==> src/rtl/dual_wdog_pkg.sv <==
package dual_wdog_pkg;

    localparam int DATA_W = 32;
    localparam int PRE_W  = 8;

    // register byte offsets
    localparam int OFS_LOAD  = 'h20;
    localparam int OFS_COUNT = 'h24;
    localparam int OFS_CTRL  = 'h28;
    localparam int OFS_EVT   = 'h2C;
    localparam int OFS_RFLAG = 'h30;
    localparam int OFS_UNLK  = 'h34;

    // control field positions
    localparam int CTL_RUN    = 0;
    localparam int CTL_RELOAD = 1;
    localparam int CTL_IE     = 2;
    localparam int CTL_MODE   = 3;
    localparam int CTL_PRE_LO = 8;

    localparam logic [DATA_W-1:0] UNLOCK_W1 = 32'h1234_5678;
    localparam logic [DATA_W-1:0] UNLOCK_W2 = 32'h8765_4321;

    typedef struct packed {
        logic [PRE_W-1:0] pre;
        logic             mode;
        logic             ie;
        logic             reload;
        logic             run;
    } ctrl_t;

    typedef enum logic {
        UL_IDLE,
        UL_ARMED
    } unlock_e;

endpackage

==> src/rtl/dual_wdog_presc.sv <==
module dual_wdog_presc #(
    parameter int W = 8
) (
    input  logic         clk_i,
    input  logic         rst_ni,
    input  logic         run_i,
    input  logic         restart_i,
    input  logic [W-1:0] div_i,
    output logic         tick_o
);

    logic [W-1:0] phase_d, phase_q;

    always_comb begin
        tick_o  = run_i && !restart_i && (phase_q >= div_i);
        phase_d = phase_q + 1'b1;
        if (!run_i || restart_i || tick_o) begin
            phase_d = '0;
        end
    end

    always_ff @(posedge clk_i or negedge rst_ni) begin
        if (!rst_ni) begin
            phase_q <= '0;
        end else begin
            phase_q <= phase_d;
        end
    end

endmodule

==> src/rtl/dual_wdog_unlock.sv <==
module dual_wdog_unlock
    import dual_wdog_pkg::*;
(
    input  logic              clk_i,
    input  logic              rst_ni,
    input  logic              wr_i,
    input  logic [DATA_W-1:0] word_i,
    output logic              done_o
);

    unlock_e st_d, st_q;

    always_comb begin
        st_d   = st_q;
        done_o = 1'b0;
        if (wr_i) begin
            case (st_q)
                UL_IDLE:  st_d = (word_i == UNLOCK_W1) ? UL_ARMED : UL_IDLE;
                UL_ARMED: begin
                    done_o = (word_i == UNLOCK_W2);
                    st_d   = UL_IDLE;
                end
                default:  st_d = UL_IDLE;
            endcase
        end
    end

    always_ff @(posedge clk_i or negedge rst_ni) begin
        if (!rst_ni) begin
            st_q <= UL_IDLE;
        end else begin
            st_q <= st_d;
        end
    end

endmodule

==> src/rtl/dual_wdog.sv <==
module dual_wdog
    import dual_wdog_pkg::*;
#(
    parameter int CNT_W  = 32,
    parameter int ADDR_W = 6
) (
    input  logic              clk_i,
    input  logic              rst_ni,
    input  logic              bus_sel_i,
    input  logic              bus_we_i,
    input  logic [ADDR_W-1:0] bus_addr_i,
    input  logic [DATA_W-1:0] bus_wdata_i,
    output logic [DATA_W-1:0] bus_rdata_o,
    output logic              irq_o,
    output logic              wdog_rst_o
);

    localparam logic [CNT_W-1:0] CNT_ONE = {{(CNT_W-1){1'b0}}, 1'b1};

    typedef struct packed {
        logic [CNT_W-1:0] load;
        logic [CNT_W-1:0] cnt;
        ctrl_t            ctl;
        logic             evt;
        logic             rflag;
        logic             rst;
    } state_t;

    state_t st_d, st_q;

    logic wr_load, wr_cnt, wr_ctl, wr_evt, wr_rflag, wr_unlk;
    logic tick, unlock_done, expire;

    // signals also observed by the bound checker
    logic [CNT_W-1:0] cnt_cur, load_cur;
    logic             mode_cur, ie_cur, evt_cur, rflag_cur;

    always_comb begin
        wr_load  = bus_sel_i && bus_we_i && (bus_addr_i == ADDR_W'(OFS_LOAD));
        wr_cnt   = bus_sel_i && bus_we_i && (bus_addr_i == ADDR_W'(OFS_COUNT));
        wr_ctl   = bus_sel_i && bus_we_i && (bus_addr_i == ADDR_W'(OFS_CTRL));
        wr_evt   = bus_sel_i && bus_we_i && (bus_addr_i == ADDR_W'(OFS_EVT));
        wr_rflag = bus_sel_i && bus_we_i && (bus_addr_i == ADDR_W'(OFS_RFLAG));
        wr_unlk  = bus_sel_i && bus_we_i && (bus_addr_i == ADDR_W'(OFS_UNLK));
    end

    dual_wdog_presc #(
        .W(PRE_W)
    ) u_presc (
        .clk_i    (clk_i),
        .rst_ni   (rst_ni),
        .run_i    (st_q.ctl.run),
        .restart_i(wr_load || wr_cnt),
        .div_i    (st_q.ctl.pre),
        .tick_o   (tick)
    );

    dual_wdog_unlock u_unlock (
        .clk_i (clk_i),
        .rst_ni(rst_ni),
        .wr_i  (wr_unlk),
        .word_i(bus_wdata_i),
        .done_o(unlock_done)
    );

    always_comb begin
        st_d     = st_q;
        st_d.rst = 1'b0;
        expire   = 1'b0;

        // write-one-to-clear first, so a same-cycle set wins
        if (wr_evt && bus_wdata_i[0]) begin
            st_d.evt = 1'b0;
        end
        if (wr_rflag && bus_wdata_i[0]) begin
            st_d.rflag = 1'b0;
        end

        // count
        if (tick && (st_q.cnt != '0)) begin
            if (st_q.cnt == CNT_ONE) begin
                expire   = 1'b1;
                st_d.cnt = st_q.ctl.reload ? st_q.load : '0;
            end else begin
                st_d.cnt = st_q.cnt - CNT_ONE;
            end
        end

        if (expire) begin
            if (st_q.ctl.mode) begin
                st_d.rflag = 1'b1;
                st_d.rst   = 1'b1;
            end else begin
                st_d.evt = 1'b1;
            end
        end

        // bus writes override the count
        if (wr_load) begin
            st_d.load = bus_wdata_i[CNT_W-1:0];
            st_d.cnt  = bus_wdata_i[CNT_W-1:0];
        end
        if (wr_cnt) begin
            st_d.cnt = bus_wdata_i[CNT_W-1:0];
        end
        if (wr_ctl) begin
            st_d.ctl.pre    = bus_wdata_i[CTL_PRE_LO +: PRE_W];
            st_d.ctl.ie     = bus_wdata_i[CTL_IE];
            st_d.ctl.reload = bus_wdata_i[CTL_RELOAD];
            st_d.ctl.run    = bus_wdata_i[CTL_RUN];
            st_d.ctl.mode   = st_q.ctl.mode | bus_wdata_i[CTL_MODE];
        end
        if (unlock_done) begin
            st_d.ctl.mode = 1'b0;
        end
    end

    always_ff @(posedge clk_i or negedge rst_ni) begin
        if (!rst_ni) begin
            st_q <= '0;
        end else begin
            st_q <= st_d;
        end
    end

    always_comb begin
        cnt_cur   = st_q.cnt;
        load_cur  = st_q.load;
        mode_cur  = st_q.ctl.mode;
        ie_cur    = st_q.ctl.ie;
        evt_cur   = st_q.evt;
        rflag_cur = st_q.rflag;
    end

    always_comb begin
        bus_rdata_o = '0;
        if (bus_addr_i == ADDR_W'(OFS_LOAD)) begin
            bus_rdata_o = DATA_W'(load_cur);
        end else if (bus_addr_i == ADDR_W'(OFS_COUNT)) begin
            bus_rdata_o = DATA_W'(cnt_cur);
        end else if (bus_addr_i == ADDR_W'(OFS_CTRL)) begin
            bus_rdata_o[CTL_PRE_LO +: PRE_W] = st_q.ctl.pre;
            bus_rdata_o[CTL_MODE]            = mode_cur;
            bus_rdata_o[CTL_IE]              = ie_cur;
            bus_rdata_o[CTL_RELOAD]          = st_q.ctl.reload;
            bus_rdata_o[CTL_RUN]             = st_q.ctl.run;
        end else if (bus_addr_i == ADDR_W'(OFS_EVT)) begin
            bus_rdata_o[0] = evt_cur;
        end else if (bus_addr_i == ADDR_W'(OFS_RFLAG)) begin
            bus_rdata_o[0] = rflag_cur;
        end
    end

    assign irq_o      = evt_cur && ie_cur && !mode_cur;
    assign wdog_rst_o = st_q.rst;

endmodule

==> config.mk <==
export PLATFORM = sky130hd
export DESIGN_NAME = dual_wdog
export DESIGN_NICKNAME = d
export VERILOG_FILES = /design/src/rtl/dual_wdog_pkg.sv /design/src/rtl/dual_wdog_presc.sv /design/src/rtl/dual_wdog_unlock.sv /design/src/rtl/dual_wdog.sv
export SDC_FILE = /design/constraint.sdc
export NUM_CORES = 1
export LEC_CHECK = 0
export ABC_CLOCK_PERIOD_IN_PS = 2900
export BUFFER_PORTS_ARGS = -buffer_cell sky130_fd_sc_hd__buf_2
export CAP_MARGIN = 10
export CORE_UTILIZATION = 58
export CTS_BUF_LIST = sky130_fd_sc_hd__clkbuf_16
export DETAILED_ROUTE_END_ITERATION = 7
export HOLD_SLACK_MARGIN = 0.05
export PLACE_DENSITY = 0.88
export SETUP_SLACK_MARGIN = 0.5
export SYNTH_ARGS = -nofsm -noshare
export SYNTH_HDL_FRONTEND = slang
export SYNTH_SLANG_ARGS = --single-unit
==> constraint.sdc <==
create_clock -name clk_i -period 2.9 [get_ports clk_i]
set_input_delay 0.29 -clock clk_i [delete_from_list [all_inputs] [get_ports clk_i]]
set_output_delay 0.29 -clock clk_i [all_outputs]
set_load 0.02 [all_outputs]
# After elaboration in Yosys (flattened, before gate mapping)
# Cells that the tools add are included.
totals:
  n_memories: 0
  mem_bits_ro: 0
  in_bits: 42
  output_inout_bits: 34
  regBits: 88
  word_cells: 78
  latchBits: 0
  ram_bits: 0
classes:
  muxes: 29
  addsub: 2
  order_cmp: 1
  div: 0
  shift: 0
  mul: 0
  bitwise_logic: 2
  n_eq_ne: 9
  reduce_logical: 23
ops:
  columns: ["op", "count"]
  rows:
  - ["two-way mux 32 bit", 6]
  - ["equality test 6 bit, second input constant", 6]
  - ["equality test 32 x 1 -> 1 bit, second input constant", 1]
  - ["equality test 32 x 29 -> 1 bit, second input constant", 1]
  - ["equality test 32 bit, second input constant", 1]
  - ["nonzero test 32 bit", 1]
  - ["subtractor 32 x 1 -> 32 bit, second input constant", 1]
  - ["two-way mux 8 bit", 3]
  - ["two-way mux 16 bit", 1]
  - ["logical AND 1 bit", 14]
  - ["two-way mux 1 bit", 12]
  - ["two-way mux 4 bit", 3]
  - ["adder 8 x 1 -> 8 bit, second input constant", 1]
  - ["greater-or-equal comparator 8 bit", 1]
  - ["two-way mux 3 bit", 2]
  - ["logical NOT 1 bit", 3]
  - ["logical OR 1 bit", 3]
  - ["nonzero test 3 bit", 1]
  - ["two-way mux 2 bit", 1]
  - ["case mux 1 bit (2 select lines)", 1]
  - ["nonzero test 2 bit", 1]
  - ["inverter 1 bit", 1]
  - ["OR 1 bit", 1]

# Depth between registers and ports, before layout
logic_depth:
  ltp_word: 10
  depth_mapped: 9
  mapped_depth_nobuf: 8

# Modules after synthesis
# From an unflattened synthesis, not the netlist that was laid out.
hier_totals:
  hier_cells: 679
  area_unflattened_um2: 5851.9
by_module_without_submodules:
  columns: ["mod", "cells_per_inst", "seq_area_each_um2", "instances", "area_per_inst_um2"]
  rows:
  - ["dual_wdog", 598, 1976.9, 1, 5103.6]
  - ["dual_wdog_presc", 60, 200.2, 1, 561.8]
  - ["dual_wdog_unlock", 21, 25.0, 1, 186.4]

# Least setup slack after synthesis
# OpenSTA, ideal clock, no wires.
synth_timing:
  path_kind: "reg2reg"
  start: "reg st_q (netlist bit cnt_cur[25])"
  end: "reg st_q (netlist bit cnt_cur[17])"
  t_arrival_ns: 2.370
  period_less_slack_ns: 2.507
  stages_incl_launch_ff: 8
  setup_slack_ns: 0.393
  required_ns: 2.763
  setup_time_ns: 0.137
  n_path_buf: 2
  path_cell_list: "dfrtp_1 or4_4 or3_4 or4_4 buf_6 buf_6 a22oi_2 a21oi_1"
synth_between:
  elab_chain_cells: 5
  word_cells_on_any_way: 8
  cone_classes: "eq/ne: 1; mux: 4; reduce/logical: 3"
synth_lines:
  columns: ["element", "line_no", "source"]
  rows:
  - ["start: declaration", "dual_wdog.sv:29", "state_t st_d, st_q;"]
  - ["start signal: assignment", "dual_wdog.sv:122", "st_q <= st_d;"]
  - ["equality test 32 x 1 -> 1 bit", "dual_wdog.sv:81", "if (st_q.cnt == CNT_ONE) begin"]
  - ["two-way mux 32 bit", "dual_wdog.sv:81", null]
  - ["two-way mux 32 bit", "dual_wdog.sv:80", "if (tick && (st_q.cnt != '0)) begin"]
  - ["two-way mux 32 bit", "dual_wdog.sv:99", "if (wr_load) begin"]
  - ["two-way mux 32 bit", "dual_wdog.sv:103", "if (wr_cnt) begin"]
# Several ways; a longest one is shown, not always the timed one. The select of a mux whose other input is x is not followed.
# A chain may end at the register's enable or synchronous reset.

# Worst setup path after layout
layout_timing:
  start: "reg st_q (netlist bit cnt_cur[26])"
  end: "reg st_q (netlist bit cnt_cur[15])"
# Same word-level chain as after synthesis.

==> flow_summary.ini <==
[placed_design]
place_inst = 784
hpwl_um = 11300
io_buffer_count = 75
place.gp.congestion = 0.928
placed_area_mm2 = 0.00613

[timing]
rsz0062_at_grt = true
min_period_over_period_pct = 87.2
fin_setup_tns_ps = 0
relSlewSlack_pct = 22.8
finalClockSkew_ps = 7.91
tightestPinTransition_ps = 1160
min_period_ps = 2530
hold_violations = 0
fmax_mhz = 396
finalMaxSlewViolations = 0
setup-violations-final = 0

[synthesis]
ys_warn_count = 0
async_reset_ff_share_pct = 100
synth-edff-count = 0
synth_area_leaders = dfrtp_1 (40%), mux2_2 (9.0%), nor2_1 (4.0%), a21oi_1 (3.7%), mux2i_1 (3.6%)
synth-main-ff-cell = dfrtp_1
synth_cell_types = 60
syn_inst = 590
synth_top_family_by_area = simple AND/OR/NAND/NOR gates
synth_xor_area_share_pct = 4.91
yosys.area_share.simple_pct = 20.5
synth_top_area_share_pct = 39.8
syn_area_per_cell_um2 = 9.37
synth_fa_ha_area_share_pct = 2.72
synth_top_cell_by_area = dfrtp_1
synth_sequential_area_ratio_pct = 39.8
synth_nets = 644
synth.area.mux_share_pct = 12.6
synth_compound_area_share_pct = 15.5
synth_area_mm2 = 0.00553
ys_ff_latch = 88

[clock_network]
cts.htree.levels = 3
cts_buffers = 9
root_buffer = clkbuf_16
cts.sink_count = 88
clock_path_buffers = 2
clk_latency_ps = 350
clk_transition_reported_paths_ps = 60
cts_tree = yes

[worst_setup_path]
worst-path-buf-inv = 2
critPathMaxStageDelay_ps = 540
path_class = flip-flop to flip-flop
crit_path_max_fanout = 6
cp-end-kind = flip-flop
start_kind = flip-flop
worst_ep_arrival_time_ps = 2750
path_cells = or4_4 -> or3_4 -> nor4_4 -> buf_4 -> nor3_4 -> buf_6 -> o21ai_0 -> o21ai_1
cp_top_family = simple AND/OR/NAND/NOR gates
worstPathRequired_ps = 3130
critical-path-slowest-cell = or4_4
reg2reg_slack_ps = 370

[routing]
first_pass_iters = 6
route.antenna.remaining_nets = 0
viasPerCell = 6.86
routed_wl_um = 18200
drc = 0
drt_iter0_markers = 687
vias = 5620
wire_per_inst_um = 22.2

[die]
num_rows = 35
die_h_um = 99.6
fp.coreArea_mm2 = 0.00924
start_util_pct = 59.8
ioPinCount = 76
dieArea_mm2 = 0.00993
dieWidth_um = 99.6

[layout]
post-route-cell-area_mm2 = 0.00683
finalNetCount = 738
layout-drive-gt1-share_pct = 32.7
final_cell_mix = dfrtp_1 (86), buf_2 (74), nor2_1 (55)
area_growth_pct = 23.5
final_cells = 819
final_common_cell = dfrtp_1

[power_and_ir_drop]
p_int_w = 0.00291
pwr-share-seq_pct = 41.5
leakage_nw = 3.09
switching_share_pct = 35.7
clockPowerShare_pct = 29.5
switching_power_w = 0.00162
p_per_area_mw_per_mm2 = 662
pwr-share-comb_pct = 28.9
irDropWorstVdd_v = 0.000391

[global_route]
grt_first_pass_wirelength_um = 27000
antenna_found_initial = 1
grt_usage_pct = 35.1
grt_overflow = 0
grt_max_degree = 89
grt_pass1_vias = 5449

[flow_run]
maxCapViolations = 0

[min_path]
hp-class = primary input to asynchronous set/reset pin

[run_status]
outcome = finished, final reports clean
==> worst reg2reg max path, cell delays in order, from the launching register on <==
cell     delay, ps
dfrtp_1        380
or4_4          540
or3_4          410
nor4_4         330
buf_4          210
nor3_4          70
buf_6          180
o21ai_0        210
o21ai_1         80
==> synth_stat cells, types with 3 or more instances <==
cell / instances
a21oi_1: 41
a221o_1: 3
a22oi_1: 17
a22oi_2: 4
a31oi_1: 4
and3_1: 12
buf_2: 8
clkbuf_1: 20
dfrtp_1: 88
ha_1: 12
inv_1: 15
mux2_2: 44
mux2i_1: 20
nand2_1: 45
nand3_1: 30
nand4_1: 7
nand4b_1: 7
nor2_1: 59
nor3_1: 19
nor4_1: 5
nor4b_1: 7
o211ai_1: 4
o21ai_0: 25
o221a_2: 4
o22ai_1: 12
o31ai_1: 3
or3_1: 3
xnor2_1: 15
xor2_1: 16
==> power groups by stage <==
stage	Combinational, W	Clock, W	Sequential [W]
floorplan	0.000807	0	0.00174
global placement	0.00105	0	0.00183
detailed placement	0.00110	0	0.00186
CTS	0.00116	0.00133	0.00184
global route	0.00141	0.00139	0.00191
finish	0.00131	0.00133	0.00188
==> registers in the layout, summed over array words and instances (netlist names), 8 cells and up <==
name / cells
cnt_cur: 32
load_cur: 32
st_q: 10
u_presc.phase_q: 8
==> cell families after synthesis <==
| group | Yosys count |
|---|---|
| fa+ha+maj | 12 |
| mux | 64 |
| buf+inv | 49 |
| flops | 88 |
| compound gates | 131 |
| xor+xnor | 31 |
| simple gates | 215 |
==> metrics by stage <==
step	utilization [%]	hold WS, ps	power (W)	worst slack (ps)
2_1_floorplan	-	-5.59	0.00255	449
3_3_place_gp	66.3	450	0.00289	280
3_5_place_dp	66.3	464	0.00296	235
4_1_cts	71.0	206	0.00433	418
5_1_grt	73.9	221	0.00471	319
6_report	73.9	111	0.00452	372
==> repair_timing <==
item | CTS | global route
pin swaps | 8 | 21
buffers inserted | 7 | 4
hold buffers | 0 | 0
resized for setup | 8 | 48
endpoints found under the hold margin | 0 | 0
gates cloned | 1 | 6
endpoints found under the setup margin | 35 | 34
==> area by class of cell <==
cell class | instances | area [um^2]
diodes | 1 | 2.50
clock buffers | 9 | 225
clock inverters | 7 | 111
fillers | 621 | 2410
inverters | 15 | 56.3
multi-input cells | 454 | 3280
flip-flops and latches | 88 | 2200
well taps | 129 | 161
repair buffers | 116 | 785
==> final timing paths <==
path	from	end	depth (start not counted)
hold reg to reg	rflag_cur	rflag_cur	2
hold / removal	rst_ni	load_cur[29]	1
setup / recovery	cnt_cur[26]	cnt_cur[15]	8
max in group asynchronous	rst_ni	cnt_cur[30]	1
setup reg to reg	cnt_cur[26]	cnt_cur[15]	8
min in group clk_i	bus_wdata_i[18]	load_cur[18]	2
==> routing by layer <==
| metal | share of wire [%] | GRT usage (%) | vias to the layer above |
|---|---|---|---|
| met2 | 47 | 58.0 | 480 |
| met3 | 11 | 6.82 | 145 |
| met1 | 36 | 42.4 | 2637 |
| li1 | - | - | 2358 |
| met4 | 6.4 | 21.9 | 0 |
| met5 | 0 | 0 | - |
Note: power is estimated with default switching activity, not from simulation.
